**src/rtl/segx_pkg.sv**
```systemverilog
package segx_pkg;

   typedef enum logic [1:0] {
      ACC_READ  = 2'd0,
      ACC_WRITE = 2'd1,
      ACC_FETCH = 2'd2,
      ACC_RSVD  = 2'd3
   } acc_t;

   typedef enum logic [2:0] {
      CAUSE_NONE    = 3'd0,
      CAUSE_RANGE   = 3'd1,
      CAUSE_INVALID = 3'd2,
      CAUSE_LIMIT   = 3'd3,
      CAUSE_PROT    = 3'd4
   } cause_t;

   typedef enum logic [1:0] {
      ST_IDLE,
      ST_WORD0,
      ST_WORD1,
      ST_RESP
   } st_t;

   typedef struct packed {
      logic sup_only;
      logic x_only;
      logic wr_ok;
      logic present;
   } rights_t;

endpackage

```
**src/rtl/segx_range_chk.sv**
```systemverilog
module segx_range_chk #(
   parameter int SEG_W = 8
) (
   input  logic [SEG_W-1:0] seg,
   input  logic [SEG_W:0]   count,
   output logic             in_range
);
   localparam int CW = SEG_W + 1;

   if (SEG_W < 1) begin : g_bad_seg_w
      $error("segx_range_chk: SEG_W must be at least 1");
   end

   assign in_range = CW'(seg) < count;
endmodule

```
**src/rtl/segx_rights_chk.sv**
```systemverilog
module segx_rights_chk
   import segx_pkg::*;
(
   input  rights_t    rights,
   input  logic [1:0] acc,
   input  logic       priv,
   output logic       deny
);
   logic is_write, is_fetch, is_data;

   always_comb begin
      is_write = (acc == ACC_WRITE);
      is_fetch = (acc == ACC_FETCH);
      is_data  = !is_fetch;
      deny     = (is_write && !rights.wr_ok)
              || (is_data && rights.x_only)
              || (rights.sup_only && !priv);
   end
endmodule

```
**src/rtl/segx_desc_eval.sv**
```systemverilog
module segx_desc_eval
   import segx_pkg::*;
#(
   parameter int ADDR_W = 24,
   parameter int DATA_W = 24,
   parameter int OFF_W  = 20
) (
   input  logic [ADDR_W-1:0] base,
   input  logic [DATA_W-1:0] word1,
   input  logic [OFF_W-1:0]  off,
   input  logic [1:0]        acc,
   input  logic              priv,
   output logic [2:0]        cause,
   output logic [ADDR_W-1:0] paddr
);
   localparam int RB = $bits(rights_t);

   if (DATA_W < OFF_W + RB) begin : g_bad_word
      $error("segx_desc_eval: DATA_W too small for limit and rights");
   end
   if (ADDR_W < OFF_W) begin : g_bad_addr
      $error("segx_desc_eval: ADDR_W must cover OFF_W");
   end

   logic [OFF_W-1:0] limit;
   rights_t          rights;
   logic             deny;

   assign limit  = word1[OFF_W-1:0];
   assign rights = rights_t'(word1[OFF_W +: RB]);

   segx_rights_chk u_rights (
      .rights (rights),
      .acc    (acc),
      .priv   (priv),
      .deny   (deny)
   );

   always_comb begin
      if (!rights.present)    cause = CAUSE_INVALID;
      else if (off >= limit)  cause = CAUSE_LIMIT;
      else if (deny)          cause = CAUSE_PROT;
      else                    cause = CAUSE_NONE;
      paddr = base + ADDR_W'(off);
   end
endmodule

```
**src/rtl/segx_translator.sv**
```systemverilog
module segx_translator
   import segx_pkg::*;
#(
   parameter int ADDR_W = 24,
   parameter int DATA_W = 24,
   parameter int SEG_W  = 8,
   parameter int OFF_W  = 20
) (
   input  logic              clk,
   input  logic              rst_n,
   input  logic              cfg_we,
   input  logic              cfg_sel,
   input  logic [ADDR_W-1:0] cfg_data,
   input  logic              req_valid,
   output logic              req_ready,
   input  logic [SEG_W-1:0]  req_seg,
   input  logic [OFF_W-1:0]  req_off,
   input  logic [1:0]        req_acc,
   input  logic              req_priv,
   output logic              mem_rd,
   output logic [ADDR_W-1:0] mem_addr,
   input  logic              mem_rvalid,
   input  logic [DATA_W-1:0] mem_rdata,
   output logic              rsp_valid,
   output logic              rsp_trap,
   output logic [2:0]        rsp_cause,
   output logic [ADDR_W-1:0] rsp_paddr
);
   localparam int CW = SEG_W + 1;

   if (ADDR_W < CW + 1) begin : g_bad_cfg
      $error("segx_translator: ADDR_W must exceed SEG_W + 1");
   end
   if (DATA_W < ADDR_W) begin : g_bad_base
      $error("segx_translator: DATA_W must hold a full base");
   end

   st_t               state;
   logic [ADDR_W-1:0] tbl_org;
   logic [CW-1:0]     seg_cnt;
   logic [SEG_W-1:0]  seg_q;
   logic [OFF_W-1:0]  off_q;
   logic [1:0]        acc_q;
   logic              priv_q;
   logic [ADDR_W-1:0] base_q;
   logic              in_range;
   logic [2:0]        ev_cause;
   logic [ADDR_W-1:0] ev_paddr;
   logic [ADDR_W-1:0] desc_addr;

   segx_range_chk #(.SEG_W(SEG_W)) u_range (
      .seg      (req_seg),
      .count    (seg_cnt),
      .in_range (in_range)
   );

   segx_desc_eval #(.ADDR_W(ADDR_W), .DATA_W(DATA_W), .OFF_W(OFF_W)) u_eval (
      .base  (base_q),
      .word1 (mem_rdata),
      .off   (off_q),
      .acc   (acc_q),
      .priv  (priv_q),
      .cause (ev_cause),
      .paddr (ev_paddr)
   );

   assign desc_addr = tbl_org + (ADDR_W'(seg_q) << 1);
   assign mem_rd    = (state == ST_WORD0) || (state == ST_WORD1);
   assign mem_addr  = (state == ST_WORD1) ? desc_addr + ADDR_W'(1) : desc_addr;
   assign req_ready = (state == ST_IDLE);
   assign rsp_valid = (state == ST_RESP);

   always_ff @(posedge clk or negedge rst_n) begin
      if (!rst_n) begin
         state     <= ST_IDLE;
         tbl_org   <= '0;
         seg_cnt   <= '0;
         seg_q     <= '0;
         off_q     <= '0;
         acc_q     <= '0;
         priv_q    <= 1'b0;
         base_q    <= '0;
         rsp_trap  <= 1'b0;
         rsp_cause <= CAUSE_NONE;
         rsp_paddr <= '0;
      end else begin
         if (cfg_we) begin
            if (!cfg_sel) tbl_org <= cfg_data;
            else          seg_cnt <= cfg_data[CW-1:0];
         end
         unique case (state)
            ST_IDLE: if (req_valid) begin
               seg_q  <= req_seg;
               off_q  <= req_off;
               acc_q  <= req_acc;
               priv_q <= req_priv;
               if (in_range) begin
                  state <= ST_WORD0;
               end else begin
                  rsp_trap  <= 1'b1;
                  rsp_cause <= CAUSE_RANGE;
                  rsp_paddr <= '0;
                  state     <= ST_RESP;
               end
            end
            ST_WORD0: if (mem_rvalid) begin
               base_q <= mem_rdata[ADDR_W-1:0];
               state  <= ST_WORD1;
            end
            ST_WORD1: if (mem_rvalid) begin
               rsp_cause <= ev_cause;
               rsp_trap  <= (ev_cause != CAUSE_NONE);
               rsp_paddr <= (ev_cause == CAUSE_NONE) ? ev_paddr : '0;
               state     <= ST_RESP;
            end
            ST_RESP: state <= ST_IDLE;
            default: state <= ST_IDLE;
         endcase
      end
   end

   // An out-of-range index reaches the response with no table read
   assert_range_trap_R2: assert property (@(posedge clk) disable iff (!rst_n)
      (req_ready && req_valid && (CW'(req_seg) >= seg_cnt))
      |=> (rsp_valid && rsp_cause == CAUSE_RANGE && !mem_rd));

   // The second descriptor word directly follows the first
   assert_word_order_R3: assert property (@(posedge clk) disable iff (!rst_n)
      (state == ST_WORD1 && $past(state) == ST_WORD0)
      |-> (mem_addr == $past(mem_addr) + ADDR_W'(1)));

   // Configuration is only changed while idle (input assumption)
   assert_cfg_idle_R1: assert property (@(posedge clk) disable iff (!rst_n)
      cfg_we |-> req_ready);

   // Trap flag and cause code agree; a trap carries no address
   assert_trap_cause_R9: assert property (@(posedge clk) disable iff (!rst_n)
      rsp_valid |-> ((rsp_trap == (rsp_cause != CAUSE_NONE))
                     && (!rsp_trap || rsp_paddr == '0)));

   // Responses are single-cycle pulses
   assert_single_pulse_R10: assert property (@(posedge clk) disable iff (!rst_n)
      rsp_valid |=> !rsp_valid);
endmodule

```
**config.mk**
```make
export PLATFORM = sky130hd
export DESIGN_NAME = segx_translator
export DESIGN_NICKNAME = d
export VERILOG_FILES = /design/src/rtl/segx_pkg.sv /design/src/rtl/segx_range_chk.sv /design/src/rtl/segx_rights_chk.sv /design/src/rtl/segx_desc_eval.sv /design/src/rtl/segx_translator.sv
export SDC_FILE = /design/constraint.sdc
export NUM_CORES = 1
export LEC_CHECK = 0
export BUFFER_PORTS_ARGS = -buffer_cell sky130_fd_sc_hd__buf_2
export CAP_MARGIN = 40
export CORE_UTILIZATION = 51
export DETAILED_ROUTE_END_ITERATION = 8
export PLACE_DENSITY_LB_ADDON = 0.1
export SLEW_MARGIN = 30
export SYNTH_ARGS = -nofsm -noshare
export SYNTH_HDL_FRONTEND = slang
export SYNTH_SLANG_ARGS = --single-unit
```
**constraint.sdc**
```tcl
create_clock -name clk -period 3.7 [get_ports clk]
set_input_delay 0.74 -clock clk [delete_from_list [all_inputs] [get_ports clk]]
set_output_delay 0.74 -clock clk [all_outputs]
set_load 0.02 [all_outputs]
```
==> impl_results.md, run 1 <==
* Status: finished with violations
* Failing checks: negative setup slack
* Remaining antenna violation count after routing at 0
* Final Hold Fails at 0
* Longest Clk Path Bufs at 2
* Pint at 5.036 mW
* Layout Nets at between 1000 and 1500
* Inst Count DP at around 1000
* Via count at 6123
* Leakage at ~4.6 nW
* Die X at ~120 µm
* Period utilization at 1.113
* CP startpoint: tbl_org[1]
* Share of layout cells above drive strength 1 at 0.3713
* Setup ws final at -0.4195 ns
* Async set or reset register ratio after synthesis at 1.000
* Max FO, Critical Path at 5
* Clock edge transition at the registers on the reported setup and hold paths at 0.06 ns
* Starting density of the core at 0.5269
* Core Area at about 14000 µm²
* Cell with the most instances after synthesis: dfrtp_1
* MaxCap Viol Count at 0
* Cell taking the most area after synthesis: dfrtp_1
* CTS Buf Count at 17
* # IOs at 140
* Reg2Reg Setup Slack at 0.43 ns
* Global-route wire length before repair at about 28000 µm
* H-tree levels at 4
* Largest net degree at the start of global routing at 63
* Average wire per standard cell at between 15 and 20 µm
* Main synth FF type: dfrtp_1
* RePlAce Congestion at between 0.8 and 0.9
* Area delta synth->final at 29.60%
* Worst vdd ir at just under 0.0005 V
* HP Class: primary input to async pin
* Sequential fraction of the synthesis area at 0.4006
* Synthesized Nets at 865
* Synth Area per Inst at between 10 and 15 µm²
* DRC Markers at 0
* Synth top area share at 0.4006
* Sequential fraction of design power at 0.243
* Via density at ~5.6
* Buffers on Ports at approximately 140
* Mapped Cells at between 700 and 800
* FMAX at 242.7 MHz
* Total wire length at between 15000 and 20000 µm
* Hold Buf Count CTS at 0
* R2R cell count at 10
* Worst-Skew Late Latency at 0.42 ns
* Root Buffer: clkbuf_16
* CTS sink cnt at between 100 and 150
* Unrepaired setup endpoints after global routing: yes
* Die area at roughly 15000 µm²
* Combinational Power Share at 0.548
* Yosys reg bits at between 100 and 150
* Post-DP HPWL at about 13000 µm
* Most common library cells after synthesis: dfrtp_1 (118), mux2_2 (71), ha_1 (60)
* CP Class: flop to output port
* Actual slew at the worst max-slew pin at 0.6827 ns
* Total track usage at 0.2442
* Crit end category: output port
* Critical path data arrival time at ~3.4 ns
* Critical Path RT at between 2 and 3 ns
* Synth area leaders: dfrtp_1 (40%), mux2_2 (11%), ha_1 (10%)
* Switch Pwr at 3.539 mW
* N_diodes at 0
* EDFF count, synth at 0
* Clock power frac at 0.209
* Sw frac at 0.4127
* Grt ovf at 0
* Final setup fails at 17
* Mapped cell area at 7371 µm²
* Pre-CTS setup slack at -0.1293 ns
* Initial antenna violation count at 0
* # rows at 43
* Fillcell total at ~1100
* FF-to-FF Start: off_q[0]
* Final min period at between 4 and 5 ns
* YS warnings at 0
* TritonCTS clock tree: done
* DRT iter0 DRCs at between 400 and 500
* FF-to-FF End: rsp_paddr[22]
* Pwr/cell area at between 800 and 900 nW/µm²
* Slew headroom at 0.5331
* Fin. max-slew vios at 0
* Critical Path Source Type: flop
* Non-Filler Instances at between 1000 and 1500
* Drt pass-1 iters at 4
* Clk_skew at around 0.0092 ns
* Vias in the first global route at around 6000
* Die H at about 120 µm
* Unique masters post-synth at 69
==> registers in the layout, indices dropped and copies added (netlist names) <==
register	cells
seg_q	8
state	2
base_q	24
rsp_paddr	24
seg_cnt	9
rsp_trap	1
priv_q	1
rsp_cause	3
acc_q	2
tbl_org	24
off_q	20
==> kinds of logic (layout without fill, tap and decap cells) <==
| logic type | Yosys count | after routing | synth area share |
|---|---|---|---|
| compound gates | 173 | 173 | 0.1604 |
| xor+xnor | 55 | 55 | 0.06535 |
| fa+ha+maj | 62 | 62 | 0.1073 |
| buf+inv | 64 | 259 | 0.03378 |
| flops | 118 | 118 | 0.4006 |
| mux | 73 | 73 | 0.1112 |
| simple gates | 173 | 173 | 0.1214 |
==> cells in the final DEF (no fill, tap or decap), types with 8 or more instances in the layout <==
cell type    n
buf_2      122
a21oi_1     35
buf_4       55
o21ai_0     40
nand2b_1     8
xnor2_1     27
a21o_1      14
a22o_1      25
ha_1        57
inv_1       40
buf_6        8
nand3_1     16
xnor2_2      9
nor3_1      10
nor2_1      29
mux2_2      71
dfrtp_1    118
clkbuf_16   17
nand2_1     54
xor2_1      18
==> repair_timing <==
item | CTS | global route
buffers inserted | 7 | 7
endpoints found under the hold margin | 0 | 0
endpoints found under the setup margin | 16 | 17
gates resized for setup | 40 | 21
pin swaps | 18 | 17
==> final cells by class <==
type / instances / area (µm²) / area share
Multi-Input combinational cell: 536 / 4429 / 0.4637
Sequential cell: 118 / 2953 / 0.3091
Timing Repair Buffer: 187 / 1149 / 0.1202
Clock buffer: 19 / 452.9 / 0.04741
Tap cell: 180 / 225.2 / 0.02358
Clock inverter: 13 / 193.9 / 0.02030
Inverter: 40 / 150.1 / 0.01572
==> per-layer routing <==
| layer | vias up | global-route usage | routed length [µm] |
|---|---|---|---|
| li1 | 2969 | - | - |
| met1 | 2991 | 0.2913 | 7407 |
| met2 | 141 | 0.4319 | 9091 |
| met3 | 22 | 0.05390 | 767 |
| met4 | 0 | 0.08308 | 283 |
| met5 | - | 0 | 0 |
==> worst max-delay path, stage by stage, from the launching register on <==
cell and delay, ns:
dfrtp_1 0.38, ha_2 0.21, fa_2 0.38, a21o_1 0.21, a221oi_2 0.24, buf_4 0.18
o21a_1 0.13, o21ai_2 0.06, a22oi_2 0.21, nand4_1 0.14, buf_4 0.16, nor4b_2 0.32
xnor2_1 0.17, buf_4 0.17
==> stage by stage <==
step,power [mW],TNS [ns],hold WS (ns),utilization,instance area (µm²)
final,8.574,-4.215,0.2099,0.6829,9553
after detailed placement,6.471,-0.2798,0.4764,0.6062,8479
after global routing,9.189,-7.018,0.2170,0.6829,9553
after CTS,8.462,-3.787,0.4261,0.6693,9363
after global placement,6.335,-0.06853,0.4637,0.6062,8479
after floorplan,5.293,0,0.4444,-,7405
==> worst max path at each step <==
stage | slack, ns | to
final | -0.42 | mem_addr[23]
after global routing | -0.59 | mem_addr[23]
after CTS | -0.42 | mem_addr[17]
after detailed placement | -0.13 | mem_addr[17]
after global placement | -0.04 | mem_addr[23]
after floorplan | 0.01 | mem_addr[17]
==> power groups by stage <==
stage          clock network [mW]  logic (mW)  registers (mW)
6_report                     1.79        4.70            2.09
5_1_grt                      1.88        5.16            2.15
4_1_cts                      1.81        4.56            2.09
3_5_place_dp                    0        4.37            2.10
3_3_place_gp                    0        4.26            2.07
2_1_floorplan                   0        3.21            2.09
Power figures use the tool's default switching activity.
==> inputs of run 2 (changes only) <==
==> constraint.sdc (replaced) <==
create_clock -name clk -period 3.7 [get_ports clk]
set_input_delay 0.555 -clock clk [delete_from_list [all_inputs] [get_ports clk]]
set_output_delay 0.555 -clock clk [all_outputs]
set_load 0.02 [all_outputs]
==> run 2 against run 1 <==
The run still ends with negative setup slack left. Final cell count shrank 1.6%. Clock-buffer cell count up 1. First-iteration DRC count fell by 4.4%. Via count is 1.8% lower. Combinational power hardly changed. Critical path type unchanged. Critical endpoint unchanged.
==> impl_results.md, run 2 (same netlist as run 1, synthesis figures left out) <==
* Global-route wire length before repair at 27980 µm (-1.3%)
* DRC Markers at 0 (unchanged)
* CP bufs+invs at 2 (-1)
* HP Class: primary input to flop
* Final setup fails at 14 (-3)
* N_diodes at 0 (unchanged)
* # rows at 43 (unchanged)
* Total track usage at 0.2422 (-0.002009)
* RePlAce Congestion at 0.8968 (+1.8%)
* Final min period at 3.885 ns (-0.2347 ns)
* Hold_ws at 0.3670 ns (+0.1571 ns)
* Remaining antenna violation count after routing at 0 (unchanged)
* Critical path data arrival time at 3.33 ns (-0.05 ns)
* Layout Nets at 1033 (-1.3%)
* Longest Clk Path Bufs at 2 (unchanged)
* Post-DP HPWL at 12930 µm (-0.78%)
* Die X at 122.2 µm (unchanged)
* Critical Path Source Type: flop
* Area delta synth->final at 27.67%
* CP Class: flop to output port
* Largest regs: base_q (24), rsp_paddr (24), tbl_org (24)
* CP dominant cell by count: buf_4
* Leakage at 4.507 nW (-2.9%)
* Fin. max-slew vios at 0 (unchanged)
* Die area at 14940 µm² (unchanged)
* DRT iter0 DRCs at 394 (-4.4%)
* Largest net degree at the start of global routing at 60 (-4.8%)
* Via count at 6010 (-1.8%)
* Initial antenna violation count at 0 (unchanged)
* FMAX at 257.4 MHz (+6.0%)
* Pwr/cell area at 899.4 nW/µm² (+0.20%)
* Via density at 5.586 (-0.29%)
* Buffers on Ports at 139 (unchanged)
* Die H at 122.2 µm (unchanged)
* TritonCTS clock tree: done
* Cells along the critical path: ha_4 > a211oi_4 > buf_4 > o31a_1 > or3_4 > a2111oi_4 > o211ai_1 > nor4b_2 > xnor2_1 > buf_4
* Worst-Skew Late Latency at 0.41 ns (about the same)
* # IOs at 140 (unchanged)
* Max FO, Critical Path at 4 (-1)
* Grt ovf at 0 (unchanged)
* Placement Cell Area at 8363 µm² (-1.4%)
* Slowest-stage cell, CP: dfrtp_1
* Share of layout cells above drive strength 1 at 0.3594 (-0.01193)
* Vias in the first global route at 5998 (-0.60%)
* Commonest non-fill, non-tap cells in the layout: buf_2 (126), dfrtp_1 (118), mux2_2 (71), nand2_1 (54), ha_1 (53)
* Max incr delay on CP at 0.42 ns (+0.04 ns)
* Actual slew at the worst max-slew pin at 0.6712 ns (-0.01147 ns)
* Status: finished with violations
* MaxCap Viol Count at 0 (unchanged)
* Commonest non-fill, non-tap cell in the layout: buf_2
* Period utilization at 1.050 (-0.06342)
* Unrepaired setup endpoints after global routing: yes
* Clock edge transition at the registers on the reported setup and hold paths at 0.05 ns (about the same)
* Slew headroom at 0.5409 (+0.007843)
* Clk_skew at 0.006766 ns (-0.002388 ns)
* CTS sink cnt at 118 (unchanged)
* H-tree levels at 4 (unchanged)
* Core Area at 13990 µm² (unchanged)
* Average wire per standard cell at 16.35 µm (+1.8%)
* CTS Buf Count at 17 (unchanged)
* Root Buffer: clkbuf_16
* Crit end category: output port
* Critical Path RT at 3.14 ns (+0.18 ns)
* Final Hold Fails at 0 (unchanged)
* Cell area after layout at 9410 µm² (-1.5%)
* Setup ws final at -0.1849 ns (+0.2347 ns)
* Crit path max-delay family: compound AO/OA/AOI/OAI gates
* Worst vdd ir at 0.0005381 V (+10%)
* Starting density of the core at 0.5269 (unchanged)
* Failing checks: negative setup slack
* Total wire length at 17590 µm (+0.23%)
* Drt pass-1 iters at 5 (+1)
## run 2: final timing paths
check	startpoint	endpoint	slack, ns	depth (start not counted)
setup reg to reg	off_q[0]	rsp_paddr[22]	0.36	10
min in group asynchronous	rst_n	off_q[4]	0.55	2
max in group asynchronous	rst_n	seg_q[6]	2.24	4
setup / recovery	tbl_org[2]	mem_addr[23]	-0.18	10
hold / removal	cfg_data[10]	tbl_org[10]	0.37	3
hold reg to reg	base_q[11]	base_q[11]	0.48	2
## run 2: layout make-up
cell class / instances / area [µm²]
Fill cell: 1119 / 4578
Multi-Input combinational cell: 536 / 4461
Sequential cell: 118 / 2953
Timing Repair Buffer: 173 / 1036
Clock buffer: 20 / 456.7
Tap cell: 180 / 225.2
Inverter: 40 / 150.1
Clock inverter: 9 / 128.9
## run 2: where the power goes
| group | leakage, nW | internal, mW | switching, mW |
|---|---|---|---|
| combinational | 2.77 | 2.14 | 2.59 |
| sequential | 1.45 | 1.74 | 0.364 |
| clock | 0.284 | 1.08 | 0.558 |
## run 2: worst min-delay path: cells and delay by family
kind	cells	cell delay, ns
buffers and inverters	1	0.08
and+or+nand+nor	1	0.04
AOI/OAI and AO/OA	1	0.06
## run 2: what timing repair did
item,in CTS,in global routing
setup endpoints to repair,15,15
pin swaps,20,15
buffers inserted,8,3
endpoints found under the hold margin,0,5
hold buffers,0,1
gates resized for setup,31,34
## run 2: per-stage QoR
| stage | worst slack, ns | TNS (ns) | instances | power [mW] | utilization |
|---|---|---|---|---|---|
| 2_1_floorplan | 0.06656 | 0 | 718 | 5.268 | - |
| 3_3_place_gp | 0.04504 | 0 | 1033 | 6.253 | 0.5979 |
| 3_5_place_dp | -0.004197 | -0.004197 | 1033 | 6.389 | 0.5979 |
| 4_1_cts | -0.1967 | -1.514 | 1070 | 8.305 | 0.6560 |
| 5_1_grt | -0.3219 | -3.359 | 1076 | 9.046 | 0.6727 |
| 6_report | -0.1849 | -1.435 | 1076 | 8.463 | 0.6727 |
## run 2: per-layer routing
| metal | share of wire | global-route usage | vias to the layer above |
|---|---|---|---|
| met1 | 0.42 | 0.2741 | 2915 |
| met5 | 0 | 0 | - |
| met4 | 0.016 | 0.09451 | 0 |
| li1 | - | - | 2923 |
| met3 | 0.042 | 0.05716 | 22 |
| met2 | 0.52 | 0.4371 | 150 |
